$ cat src/rtl/sdadc_pkg.sv
package sdadc_pkg;

    localparam int DEF_CODE_W = 28;
    localparam int HDR_W      = 4;

    typedef enum logic {
        PH_READY   = 1'b0,
        PH_CONVERT = 1'b1
    } phase_e;

    typedef struct packed {
        logic sign;
        logic exr;
    } status_t;

    // Header order: end-of-conversion, fixed zero, sign, extended range
    function automatic logic [HDR_W-1:0] make_header(phase_e ph, status_t st);
        return {ph == PH_CONVERT, 1'b0, st.sign, st.exr};
    endfunction

endpackage

$ cat src/rtl/sdadc_edge_sync.sv
module sdadc_edge_sync #(
    parameter int   STAGES  = 2,
    parameter logic RST_VAL = 1'b0,
    parameter bit   FALLING = 1'b1
) (
    input  logic clk,
    input  logic rst,
    input  logic din,
    output logic level,
    output logic pulse
);
    logic [STAGES:0] chain;

    always_ff @(posedge clk) begin
        if (rst) chain <= {(STAGES+1){RST_VAL}};
        else     chain <= {chain[STAGES-1:0], din};
    end

    assign level = chain[STAGES-1];

    generate
        if (FALLING) begin : g_fall
            assign pulse = chain[STAGES] & ~chain[STAGES-1];
        end else begin : g_rise
            assign pulse = ~chain[STAGES] & chain[STAGES-1];
        end
    endgenerate
endmodule

$ cat src/rtl/sdadc_frame_builder.sv
module sdadc_frame_builder
    import sdadc_pkg::*;
#(
    parameter int CODE_W = DEF_CODE_W
) (
    input  logic              clk,
    input  logic              rst,
    input  logic              load,
    input  logic [CODE_W-1:0] code_in,
    input  logic              sign_in,
    input  logic              exr_in,
    input  logic              clip_in,
    output status_t           st_q,
    output logic [CODE_W-1:0] code_q
);
    localparam logic [CODE_W-1:0] CLAMP_HI = {4'b0011, {(CODE_W-4){1'b1}}};
    localparam logic [CODE_W-1:0] CLAMP_LO = {4'b1100, {(CODE_W-4){1'b0}}};

    status_t           st_d;
    logic [CODE_W-1:0] code_d;

    always_comb begin
        st_d.sign = sign_in;
        st_d.exr  = exr_in | clip_in;
        if (!clip_in)     code_d = code_in;
        else if (sign_in) code_d = CLAMP_HI;
        else              code_d = CLAMP_LO;
    end

    always_ff @(posedge clk) begin
        if (rst) begin
            st_q   <= '0;
            code_q <= '0;
        end else if (load) begin
            st_q   <= st_d;
            code_q <= code_d;
        end
    end

    // captured word only changes on a qualified load
    assert_frame_hold_R7: assert property (@(posedge clk) disable iff (rst)
        !load |=> ($stable(code_q) && $stable(st_q)));
endmodule

$ cat src/rtl/sdadc_readout_port.sv
module sdadc_readout_port
    import sdadc_pkg::*;
#(
    parameter int CODE_W      = DEF_CODE_W,
    parameter int SYNC_STAGES = 2
) (
    input  logic              clk,
    input  logic              rst,
    input  logic              cs_n,
    input  logic              sclk,
    input  logic              conv_done,
    input  logic [CODE_W-1:0] res_code,
    input  logic              res_sign,
    input  logic              res_exr,
    input  logic              res_clip,
    output logic              sdo,
    output logic              sdo_oe,
    output logic              conv_start
);
    localparam int WORD_W = CODE_W + HDR_W;
    localparam int IDX_W  = $clog2(WORD_W);
    localparam logic [IDX_W-1:0] TOP_IDX = IDX_W'(WORD_W - 1);

    logic              cs_lvl, cs_release, sck_lvl, sck_fall, cs_sel;
    logic              load;
    phase_e            phase;
    logic [IDX_W-1:0]  idx;
    status_t           st_q;
    logic [CODE_W-1:0] code_q;
    logic [WORD_W-1:0] word;

    sdadc_edge_sync #(.STAGES(SYNC_STAGES), .RST_VAL(1'b1), .FALLING(1'b0)) u_cs_sync (
        .clk(clk), .rst(rst), .din(cs_n), .level(cs_lvl), .pulse(cs_release));

    sdadc_edge_sync #(.STAGES(SYNC_STAGES), .RST_VAL(1'b0), .FALLING(1'b1)) u_sck_sync (
        .clk(clk), .rst(rst), .din(sclk), .level(sck_lvl), .pulse(sck_fall));

    assign cs_sel = ~cs_lvl;
    assign load   = conv_done && (phase == PH_CONVERT);

    sdadc_frame_builder #(.CODE_W(CODE_W)) u_frame (
        .clk(clk), .rst(rst), .load(load),
        .code_in(res_code), .sign_in(res_sign), .exr_in(res_exr), .clip_in(res_clip),
        .st_q(st_q), .code_q(code_q));

    assign word   = {make_header(phase, st_q), code_q};
    assign sdo    = cs_sel ? word[idx] : 1'b0;
    assign sdo_oe = cs_sel;

    always_ff @(posedge clk) begin
        if (rst) begin
            phase      <= PH_CONVERT;
            idx        <= TOP_IDX;
            conv_start <= 1'b0;
        end else begin
            conv_start <= 1'b0;
            if (load) phase <= PH_READY;
            if (cs_release) begin
                idx <= TOP_IDX;
            end else if (cs_sel && sck_fall && phase == PH_READY) begin
                if (idx == '0) begin
                    idx        <= TOP_IDX;
                    phase      <= PH_CONVERT;
                    conv_start <= 1'b1;
                end else begin
                    idx <= idx - 1'b1;
                end
            end
        end
    end

    // after deselection the position is back at the first bit
    assert_deselect_rewinds_R1: assert property (@(posedge clk) disable iff (rst)
        !cs_sel |=> idx == TOP_IDX);

    // the end-of-conversion flag only drops in answer to a done strobe
    assert_eoc_needs_done_R2: assert property (@(posedge clk) disable iff (rst)
        (phase == PH_READY && $past(phase == PH_CONVERT)) |-> $past(conv_done));

    // one step per qualified falling edge
    assert_shift_step_R3: assert property (@(posedge clk) disable iff (rst)
        (cs_sel && sck_fall && phase == PH_READY && idx != '0) |=> idx == $past(idx) - 1'b1);

    // a detected falling edge leaves the synchronized clock low
    assert_sync_edge_R3: assert property (@(posedge clk) disable iff (rst)
        sck_fall |-> !sck_lvl);

    // restart pulse is single and coincides with a fresh conversion
    assert_restart_state_R4: assert property (@(posedge clk) disable iff (rst)
        conv_start |-> (phase == PH_CONVERT && idx == TOP_IDX));
    assert_single_pulse_R4: assert property (@(posedge clk) disable iff (rst)
        conv_start |=> !conv_start);

    // no progress through the word while converting
    assert_idle_converting_R9: assert property (@(posedge clk) disable iff (rst)
        phase == PH_CONVERT |-> idx == TOP_IDX);
endmodule

$ cat config.mk
export PLATFORM = sky130hd
export DESIGN_NAME = sdadc_readout_port
export DESIGN_NICKNAME = d
export VERILOG_FILES = /design/src/rtl/sdadc_pkg.sv /design/src/rtl/sdadc_edge_sync.sv /design/src/rtl/sdadc_frame_builder.sv /design/src/rtl/sdadc_readout_port.sv
export SDC_FILE = /design/constraint.sdc
export NUM_CORES = 1
export LEC_CHECK = 0
export CAP_MARGIN = 20
export CORE_MARGIN = 10
export CORE_UTILIZATION = 46
export DETAILED_ROUTE_END_ITERATION = 10
export GPL_TIMING_DRIVEN = 0
export PLACE_DENSITY = 0.86
export SLEW_MARGIN = 20
export SYNTH_ARGS = -nofsm -noshare
export SYNTH_HDL_FRONTEND = slang
export SYNTH_SLANG_ARGS = --single-unit
$ cat constraint.sdc
create_clock -name clk -period 1.6 [get_ports clk]
set_input_delay 0.24 -clock clk [delete_from_list [all_inputs] [get_ports clk]]
set_output_delay 0.24 -clock clk [all_outputs]
set_load 0.05 [all_outputs]
* Word level (Yosys, flattened, before mapping) *
Cells that the tools add are included.

cells by class
  shift operators = 0
  order comparisons = 1
  div/mod/pow operators = 0
  add/subtract/negate cells = 1
  reduce and logical (&&, ||, !) cells = 6
  multiplexer cells = 11
  equal/unequal tests = 0
  bitwise logic cells = 8
  $mul = 0

operators by type and width
  operator               count
  $mux W28               2
  $mux W1                7
  $lt A5 B6 Y1 const B   1
  $bmux W1 S5            1
  $logic_not A5 Y1       1
  $mux W5                1
  $not A1 Y1             5
  $sub A5 B1 Y5 const B  1
  $logic_and A1 B1 Y1    3
  $reduce_or A3 Y1       1
  $and A1 B1 Y1          2
  $reduce_or A2 Y1       1
  $or A1 B1 Y1           1

storage, ports and cells
  bits of input ports = 36
  memory bits (writable) = 0
  bits in latches = 0
  memory bits (read-only) = 0
  register bits = 43
  memories = 0
  logic and storage cells = 35
  output and inout bits = 3

* Depth between registers and ports, before layout *
Gate-level depths: netlist (run 1).

  depth in word-level cells = 6
  gate-level depth with buffers = 7
  mapped depth without buffers = 6

* Cells and area by module *
From an unflattened synthesis (run 1), not the netlist that was laid out.

unflattened totals
  cell total of the unflattened synthesis = 210
  area total of the unflattened synthesis = 2028.2 µm²

by module, submodules not included
  module                        sequential area each (µm²)  cells each  instances  area an instance (µm²)
  sdadc_frame_builder           600.6                       136         1          1263.7
  sdadc_readout_port            140.1                       60          1          591.8
  sdadc_edge_sync (u_sck_sync)  60.1                        7           1          87.6
  sdadc_edge_sync (u_cs_sync)   60.1                        7           1          85.1

* Least setup slack after synthesis (run 1) *
Ideal clock, no wire load.

  path type = register to output
  start point = register idx[0]
  end point = output sdo
  arrival = 1.890 ns
  cell stages (with the launch flop) = 6
  slack = -0.530 ns
  path through = dfxtp_1 > buf_6 > mux4_1 > nand3_1 > a41o_1 > a31oi_1

on the way
  word-level cells in the longest chain between the ends = 3

RTL lines
  item                           line                      text
  from (decl)                    sdadc_readout_port.sv:27  logic [IDX_W-1:0] idx;
  from (signal assigned)         sdadc_readout_port.sv:66  idx <= idx - 1'b1;
  $bmux W1 S5                    sdadc_readout_port.sv:47  assign sdo = cs_sel ? word[idx] : 1'b0;
  $mux W1 (implied by the code)  sdadc_readout_port.sv:47
  $mux W1                        sdadc_readout_port.sv:47
  to (decl)                      sdadc_readout_port.sv:16  output logic sdo,

No other way between the ends. The select of a mux whose other input is x is not followed.

* Final worst setup path (run 1) *
Ends and elaborated chain as after synthesis.

==> impl_metrics.json, run 1 <==
{
  "status": "finished with violations",
  "violations": "setup timing",
  "cp-start-kind": "register",
  "antennaDiodeCount": 0,
  "placedCellCount": 296,
  "drt_first_pass_iters": 4,
  "insertion_delay_ns": 0.30,
  "grt_max_degree": 14,
  "crit_path_end_kind": "output pin",
  "synth_edf_count": 0,
  "crit_type": "reg -> out",
  "drive_gt1_share_pct": 17.0,
  "worstHoldStart": "u_cs_sync.chain[0]",
  "drc_errors": 0,
  "avgViaCountPerCell": 5.43,
  "synth_flop_cell": "dfxtp_1",
  "min_path_cells": 1,
  "ctsRootBufferMaster": "clkbuf_8",
  "rsz0062_at_grt": "true",
  "period_needed_ns": 2.11,
  "synth_top_family_by_area": "simple AND/OR/NAND/NOR gates",
  "critPathRequiredTime_ns": 1.36,
  "antenna_found_initial": 0,
  "tritoncts": "done",
  "min_path_type": "reg -> reg",
  "ys_types": 36,
  "synthXorXnorAreaFrac_pct": 0.451,
  "grt_pass1_wl_mm": 8.11,
  "yosysWarnings": 0,
  "crit_family": "multiplexers",
  "fp-row-count": 23,
  "htreeDepth": 2,
  "routedWlPerCell_um": 15.2,
  "drv_slew": 0,
  "drt-total-wl_mm": 4.69,
  "worstMarginPinSlew_ns": 0.543,
  "area.growth.synth_to_final_pct": 32.3,
  "finalNetCount": 295,
  "cp.arrival_ns": 1.87,
  "fin_worst_skew_ns": 0.00556,
  "worst_path_max_delay_cell": "mux4_2",
  "utilization_pct": 63.4,
  "clock-sinks": 43,
  "num_vias": 1677,
  "fp.dieW_um": 85.0,
  "synth.net_count": 245,
  "synth_area_um2": 1940,
  "async_flop_share_pct": 0,
  "path_buf_inv": 2,
  "ir_worst_vdd_mv": 0.555,
  "ys_seq_area_share_pct": 44.3,
  "ios": 39,
  "drt_iter0_drc": 115,
  "dp_hpwl_mm": 3.29,
  "setup-violations-final": 5,
  "synth.mux.area_fraction_pct": 10.9,
  "synth_fa_ha_area_share_pct": 0.644,
  "rrSetupSlack_ns": -0.13,
  "rr_worst_depth": 8,
  "ys_ff_latch": 43,
  "yosys.area_share.simple_pct": 23.6,
  "worstPathCellList": "buf_8, mux4_2, o211ai_1, a31oi_4, buf_6",
  "instances_no_fill": 309,
  "maxCapViolCount": 0,
  "design.core.area_um2": 4060,
  "die_h_um": 85.0,
  "synth_area_per_cell_um2": 9.34,
  "port-buffer-count": 38,
  "r2r-end": "idx[0]",
  "max_slew_margin_pct": 63.3,
  "tritoncts.num_buffers": 5,
  "power_leakage_nw": 1.01,
  "max_stage_delay_ns": 0.49,
  "first_global_vias": 1779,
  "cts_max_path_buffers": 2,
  "max_freq_mhz": 475,
  "final_hold_viol_count": 0,
  "p_per_area_nw_per_um2": 932,
  "fin_ws_ns": -0.507,
  "dieArea_um2": 7220,
  "synthesis.instances": 208,
  "synth_compound_area_share_pct": 14.7,
  "drtAntennaViolNets": 0,
  "reg2reg_from": "idx[0]",
  "hold_end": "u_cs_sync.chain[1]",
  "place_congestion": 0.858,
  "grt_usage_pct": 13.3,
  "holdBufCountCts": 0,
  "start_util_pct": 47.9,
  "overflow": 0,
  "cp_max_fo": 4,
  "mostFrequentLayoutCell": "dfxtp_1",
  "clkSlewWorstSetupHoldPaths_ns": 0.08,
  "period_share_pct": 132,
  "final_cell_mix": "40 x dfxtp_1, 35 x clkdlybuf4s50_1, 33 x nor2_1"
}
==> what timing repair did <==
action	4_1_cts	5_1_grt
setup buffers	6	0
resized for setup	21	6
setup endpoints to repair	6	26
pin swaps	5	3
==> metrics by stage <==
step	TNS (ns)	worst slack (ns)	instance area, µm²	power (mW)	hold WS, ns
global placement	-5.31	-0.852	2400	1.51	0.392
floorplan	-0.0942	-0.0942	1960	1.39	0.344
CTS	-0.965	-0.509	2560	2.40	0.412
detailed placement	-6.17	-0.868	2400	1.53	0.394
global route	-1.58	-0.541	2570	2.49	0.450
finish	-0.881	-0.507	2570	2.40	0.412
==> cell usage after synthesis (2+ instances only) <==
cell type  instances  share of area (%)
a311oi_1           3                1.4
a31oi_1            2               0.64
buf_2              6                1.5
buf_6              2                1.2
clkbuf_1           9                1.7
dfxtp_1           43                 44
inv_1              5               0.97
mux2_2             3                1.7
mux2i_1            2                1.0
mux4_1             6                8.1
nand2_1            7                1.4
nand2b_1           4                1.3
nand3_1            4                1.0
nor2_1            33                6.4
nor2b_1           29                9.3
o211ai_1           2               0.77
o21ai_0            2               0.52
o22ai_1           25                8.0
or2_2              4                1.3
==> worst reg2reg max path, stage by stage (launching register included) <==
cell and delay (ns):
dfxtp_4 0.37, buf_8 0.13, buf_4 0.13, inv_1 0.07, ha_1 0.16, nor4b_1 0.47
nand3b_1 0.18, o21ai_0 0.08, nand2_1 0.09
==> final cells by class <==
class,count,area [µm²]
multi-input cells,143,991
clock inverters,2,35.0
inverters,5,18.8
well taps,50,62.6
plain buffers,16,82.6
clock buffers,6,82.6
fillers,336,1490
flip-flops and latches,43,867
repair buffers,44,432
==> metal layers <==
layer	wire length (µm)	track usage, %	part of all wire [%]
met2	2290	22.1	49
met3	292	4.68	6.2
met5	0	0	0
met4	51	4.19	1.1
met1	2060	15.4	44
==> report_power, final <==
part	internal [mW]	leakage [nW]	total [mW]	switching [mW]
Sequential	1.14	0.354	1.17	0.0370
Clock	0.505	0.0612	0.885	0.380
Combinational	0.194	0.594	0.337	0.143
==> worst max-delay path by stage <==
stage	cells after the start	to	slack (ns)	startpoint
4_1_cts	5	sdo	-0.51	idx[0]
5_1_grt	5	sdo	-0.54	idx[0]
3_3_place_gp	6	sdo	-0.85	idx[1]
6_report	5	sdo	-0.51	idx[0]
3_5_place_dp	6	sdo	-0.87	idx[1]
2_1_floorplan	4	sdo	-0.09	idx[0]
==> sequential cells by signal (all words and copies together) (netlist names) <==
| name | cells |
|---|---|
| u_frame.code_q | 28 |
| u_cs_sync.chain | 3 |
| u_frame.st_q | 2 |
| phase | 1 |
| conv_start | 1 |
| u_sck_sync.chain | 3 |
| idx | 5 |
==> kinds of logic after synthesis <==
group | after synthesis
and+or+nand+nor | 88
DFF | 43
AOI/OAI and AO/OA | 42
buffers and inverters | 22
muxes | 11
xor gates and xnor gates | 1
adders and majority gates | 1
Note: power is estimated with default switching activity, not from simulation.
==> run 2, diff against run 1 <==
CORE_MARGIN = unset   (was 10)
PLACE_DENSITY = 0.77   (was 0.86)
==> run 2 against run 1 <==
The flow still finishes with violations (setup timing); power fell by 11%; clock power fell by 29%; design area fell by 1.1%; global-route usage rose by 7.8 points; utilization fell by 0.23 points; worst hold slack improved by 0.0020 ns; worst setup slack got worse by 0.012 ns; sequential power barely moved; final cell count did not move; via count fell by 1.3%; non-clock buffer count rose by 2; critical path type unchanged; largest cell class unchanged.
==> impl_metrics.json, run 2 (synthesized netlist as in run 1, its figures left out) <==
{
  "status": "finished with violations",
  "violations": "setup timing",
  "clkSlewWorstSetupHoldPaths_ns": 0.07,
  "drt-total-wl_mm": 4.32,
  "grt_usage_pct": 21.1,
  "die_h_um": 67.0,
  "post-place-ws_ns": -0.862,
  "maxCapViolCount": 0,
  "grt_max_degree": 12,
  "first_global_vias": 1542,
  "cp-start-kind": "register",
  "fin_worst_skew_ns": 0.00664,
  "fp-row-count": 23,
  "worstMarginPinSlew_ns": 0.489,
  "largest-register": "u_frame.code_q",
  "design.core.area_um2": 4030,
  "min_path_type": "reg -> reg",
  "dieArea_um2": 4490,
  "fin_ws_ns": -0.519,
  "cts_max_path_buffers": 2,
  "final_cell_area_um2": 2540,
  "htreeDepth": 2,
  "avgViaCountPerCell": 5.36,
  "drtAntennaViolNets": 0,
  "placed_area_um2": 2400,
  "antennaDiodeCount": 0,
  "rr_worst_depth": 8,
  "crit_type": "reg -> out",
  "power_leakage_nw": 0.991,
  "ctsRootBufferMaster": "clkbuf_8",
  "area.growth.synth_to_final_pct": 30.9,
  "cp_max_fo": 2,
  "insertion_delay_ns": 0.30,
  "num_vias": 1655,
  "min_path_cells": 1,
  "drt_first_pass_iters": 4,
  "largest_reg_flops": 28,
  "rsz0062_at_grt": "true",
  "reg_top3": "u_frame.code_q: 28 flops, idx: 5 flops",
  "port-buffer-count": 38,
  "tritoncts.num_buffers": 5,
  "tritoncts": "done",
  "nFillCells": 342,
  "ios": 39,
  "antenna_found_initial": 0,
  "ir_worst_vdd_mv": 0.580,
  "max_slew_margin_pct": 67.4,
  "drc_errors": 0,
  "place_congestion": 0.857,
  "critPathRequiredTime_ns": 1.36,
  "clock-sinks": 43,
  "final_cell_mix": "40 x dfxtp_1, 35 x clkdlybuf4s50_1, 33 x nor2_1",
  "cp.arrival_ns": 1.88,
  "dp_hpwl_mm": 2.90,
  "mostFrequentLayoutCell": "dfxtp_1",
  "final_hold_viol_count": 0,
  "max_freq_mhz": 472,
  "grt_pass1_wl_mm": 6.98,
  "drt_iter0_drc": 105,
  "p_per_area_nw_per_um2": 840,
  "fp.dieW_um": 67.0,
  "routedWlPerCell_um": 14.0,
  "drv_slew": 0,
  "period_share_pct": 132,
  "finalNetCount": 297,
  "utilization_pct": 63.1,
  "crit_path_end_kind": "output pin",
  "setup-violations-final": 5,
  "period_needed_ns": 2.12,
  "overflow": 0,
  "power.total_mw": 2.14,
  "drive_gt1_share_pct": 17.0,
  "rrSetupSlack_ns": -0.12,
  "start_util_pct": 48.2,
  "finalSetupTns_ns": -0.866
}
==> run 2: cell count changes in the layout (fill, tap and decap cells not counted), sizes merged <==
cell	previous run	this run
buf	14	16
bufinv	1	0
clkinv	1	0
==> run 2: metrics by stage <==
| step | hold slack [ns] | instances |
|---|---|---|
| after floorplan | 0.344 | 208 |
| after global placement | 0.391 | 296 |
| after detailed placement | 0.403 | 296 |
| after CTS | 0.419 | 308 |
| after global routing | 0.442 | 309 |
| final | 0.414 | 309 |
==> run 2: timing repair <==
action | CTS | global route
setup buffers | 6 | 1
pin swaps | 4 | 4
hold buffers | 0 | 0
resized for setup | 20 | 6
setup endpoints to repair | 7 | 22
==> run 2: layout make-up <==
cell class                      count  area (µm²)  share of cell area [%]
Multi-Input combinational cell    143         997                    39.2
Timing Repair Buffer               45         432                    17.0
Clock buffer                        6        72.6                    2.85
Sequential cell                    43         867                    34.1
Tap cell                           50        62.6                    2.46
Inverter                            5        18.8                   0.738
Buffer                             17        93.8                    3.69
==> run 2: where the power goes <==
part	internal, mW	total, mW	switching [mW]
Combinational	0.194	0.336	0.142
Sequential	1.14	1.17	0.0380
Clock	0.291	0.627	0.336
Total	1.62	2.14	0.516
==> run 2: worst max-delay path, cell delays in order, from the launching register on <==
cell and delay, ns:
dfxtp_2 0.32, buf_6 0.10, mux4_2 0.51, a32oi_2 0.19, a41o_1 0.26, a31oi_4 0.05, buf_6 0.17
==> run 2: worst paths after layout <==
path,from,end
hold reg to reg,u_cs_sync.chain[0],u_cs_sync.chain[1]
hold / removal,u_cs_sync.chain[0],u_cs_sync.chain[1]
setup / recovery,idx[1],sdo
setup reg to reg,idx[0],phase
==> run 2: routing by layer <==
layer	vias up	share of wire, %	global-route usage (%)
met1	776	47	25.8
met4	0	1.6	9.31
met3	8	4.1	4.45
li1	831	-	-
met5	-	0	0
met2	40	48	35.2
==> run 3, diff against run 2 <==
CTS_CLUSTER_SIZE = 10   (was unset)
REMOVE_ABC_BUFFERS = 1   (was unset)
==> run 3 against run 2 <==
The run still ends with setup timing left; register-to-register slack worse by 0.15 ns; clock-buffer cell count unchanged; die area unchanged; clock power up 11%; first-iteration DRC count up 25%; utilization down 2.5 points; worst hold slack better by 0.0056 ns; final cell count down 5.2%; worst setup slack worse by 0.00086 ns; sequential share of layout area up 1.6 points; clock skew up 0.0035 ns.
==> impl_metrics.json, run 3 (synthesized netlist as in run 1, its figures left out) <==
{
  "largest_reg_flops": 28,
  "htreeDepth": 2,
  "drt_first_pass_iters": 4,
  "finalSetupTns_ns": -1.40,
  "grt_usage_pct": 20.3,
  "crit_path_end_kind": "output pin",
  "antennaDiodeCount": 0,
  "insertion_delay_ns": 0.30,
  "drtAntennaViolNets": 0,
  "start_util_pct": 48.2,
  "mostFrequentLayoutCell": "dfxtp_1",
  "num_vias": 1599,
  "status": "finished with violations",
  "critPathRequiredTime_ns": 1.36,
  "cp_max_fo": 8,
  "crit_type": "reg -> out",
  "violations": "setup timing",
  "rrSetupSlack_ns": -0.27,
  "cp.arrival_ns": 1.88,
  "power_leakage_nw": 0.974,
  "period_share_pct": 132,
  "ctsRootBufferMaster": "clkbuf_8",
  "drt_iter0_drc": 131,
  "routedWlPerCell_um": 14.3,
  "ir_worst_vdd_mv": 0.445,
  "avgViaCountPerCell": 5.46,
  "hold_slack_ns": 0.420,
  "die_h_um": 67.0,
  "drc_errors": 0,
  "port-buffer-count": 38,
  "fin_worst_skew_ns": 0.0101,
  "cts_max_path_buffers": 2,
  "p_per_area_nw_per_um2": 893,
  "placedCellCount": 279,
  "tritoncts": "done",
  "final_cell_mix": "40 x dfxtp_1, 33 x nor2_1, 33 x clkdlybuf4s50_1",
  "rsz0062_at_grt": "true",
  "first_global_vias": 1465,
  "multi_input_area_um2": 983,
  "max_slew_margin_pct": 53.6,
  "post-place-ws_ns": -1.08,
  "reg_top3": "u_frame.code_q: 28 flops, idx: 5 flops",
  "fp.dieW_um": 67.0,
  "power.total_mw": 2.18,
  "drive_gt1_share_pct": 14.0,
  "register_area_um2": 872,
  "design.core.area_um2": 4030,
  "final_cell_area_um2": 2440,
  "fin_ws_ns": -0.520,
  "antenna_found_initial": 0,
  "instances_no_fill": 293,
  "clock-sinks": 43,
  "grt_max_degree": 39,
  "tritoncts.num_buffers": 5,
  "fp-row-count": 23,
  "place_congestion": 0.803,
  "largest-register": "u_frame.code_q",
  "placed_area_um2": 2300,
  "drv_slew": 0,
  "maxCapViolCount": 0,
  "nFillCells": 363,
  "overflow": 0,
  "clkSlewWorstSetupHoldPaths_ns": 0.08,
  "cp-start-kind": "register",
  "area.growth.synth_to_final_pct": 25.6,
  "holdBufCountCts": 0,
  "grt_pass1_wl_mm": 6.72,
  "final_hold_viol_count": 0,
  "setup-violations-final": 6,
  "ios": 39,
  "dp_hpwl_mm": 2.50,
  "utilization_pct": 60.6,
  "max_freq_mhz": 472,
  "finalNetCount": 280,
  "dieArea_um2": 4490,
  "period_needed_ns": 2.12,
  "drt-total-wl_mm": 4.19,
  "min_path_type": "reg -> reg",
  "worstMarginPinSlew_ns": 0.686
}
[run 3: cell types whose count changed in the layout (fill, tap and decap cells not counted), moves of 2 or more]
cell	delta
dfxtp_4	+2
clkdlybuf4s50_1	-2
buf_6	-2
buf_2	-4
mux4_2	-3
mux4_1	+3
clkbuf_1	-9
dfxtp_2	-2
[run 3: path summary, 6_finish.rpt]
kind | startpoint | to | cells past startpoint
worst max-delay path | idx[0] | sdo | 5
worst min-delay path | u_cs_sync.chain[0] | u_cs_sync.chain[1] | 1
worst min register to register | u_cs_sync.chain[0] | u_cs_sync.chain[1] | 1
worst max register to register | idx[1] | idx[0] | 7
[run 3: power by group]
group	switching [mW]	internal, mW
sequential	0.0368	1.13
clock	0.355	0.339
combinational	0.135	0.182
[run 3: critical path: stages (launching register included)]
cell     delay (ns)
dfxtp_4        0.43
mux4_2         0.51
a32oi_1        0.21
a41o_1         0.18
a31oi_1        0.05
buf_4          0.20
[run 3: repair_timing]
action / 4_1_cts / 5_1_grt
setup buffers: 6 / 0
gates resized for setup: 22 / 2
cloned: 0 / 1
pin swaps: 2 / 1
setup endpoints to repair: 36 / 29
[run 3: routing by layer]
| layer | track usage [%] | up-vias | wire length, µm | part of all wire [%] |
|---|---|---|---|---|
| met5 | 0 | - | 0 | 0 |
| met4 | 7.45 | 0 | 57 | 1.4 |
| met3 | 5.82 | 5 | 275 | 6.6 |
| met2 | 31.2 | 62 | 1980 | 47 |
| met1 | 26.7 | 729 | 1880 | 45 |
| li1 | - | 803 | - | - |
[run 3: final cells by class]
type | instances | area share [%]
Multi-Input combinational cell | 144 | 40.3
Sequential cell | 43 | 35.7
Timing Repair Buffer | 44 | 17.1
Clock buffer | 6 | 3.38
Tap cell | 50 | 2.56
Inverter | 5 | 0.769
Clock inverter | 1 | 0.205
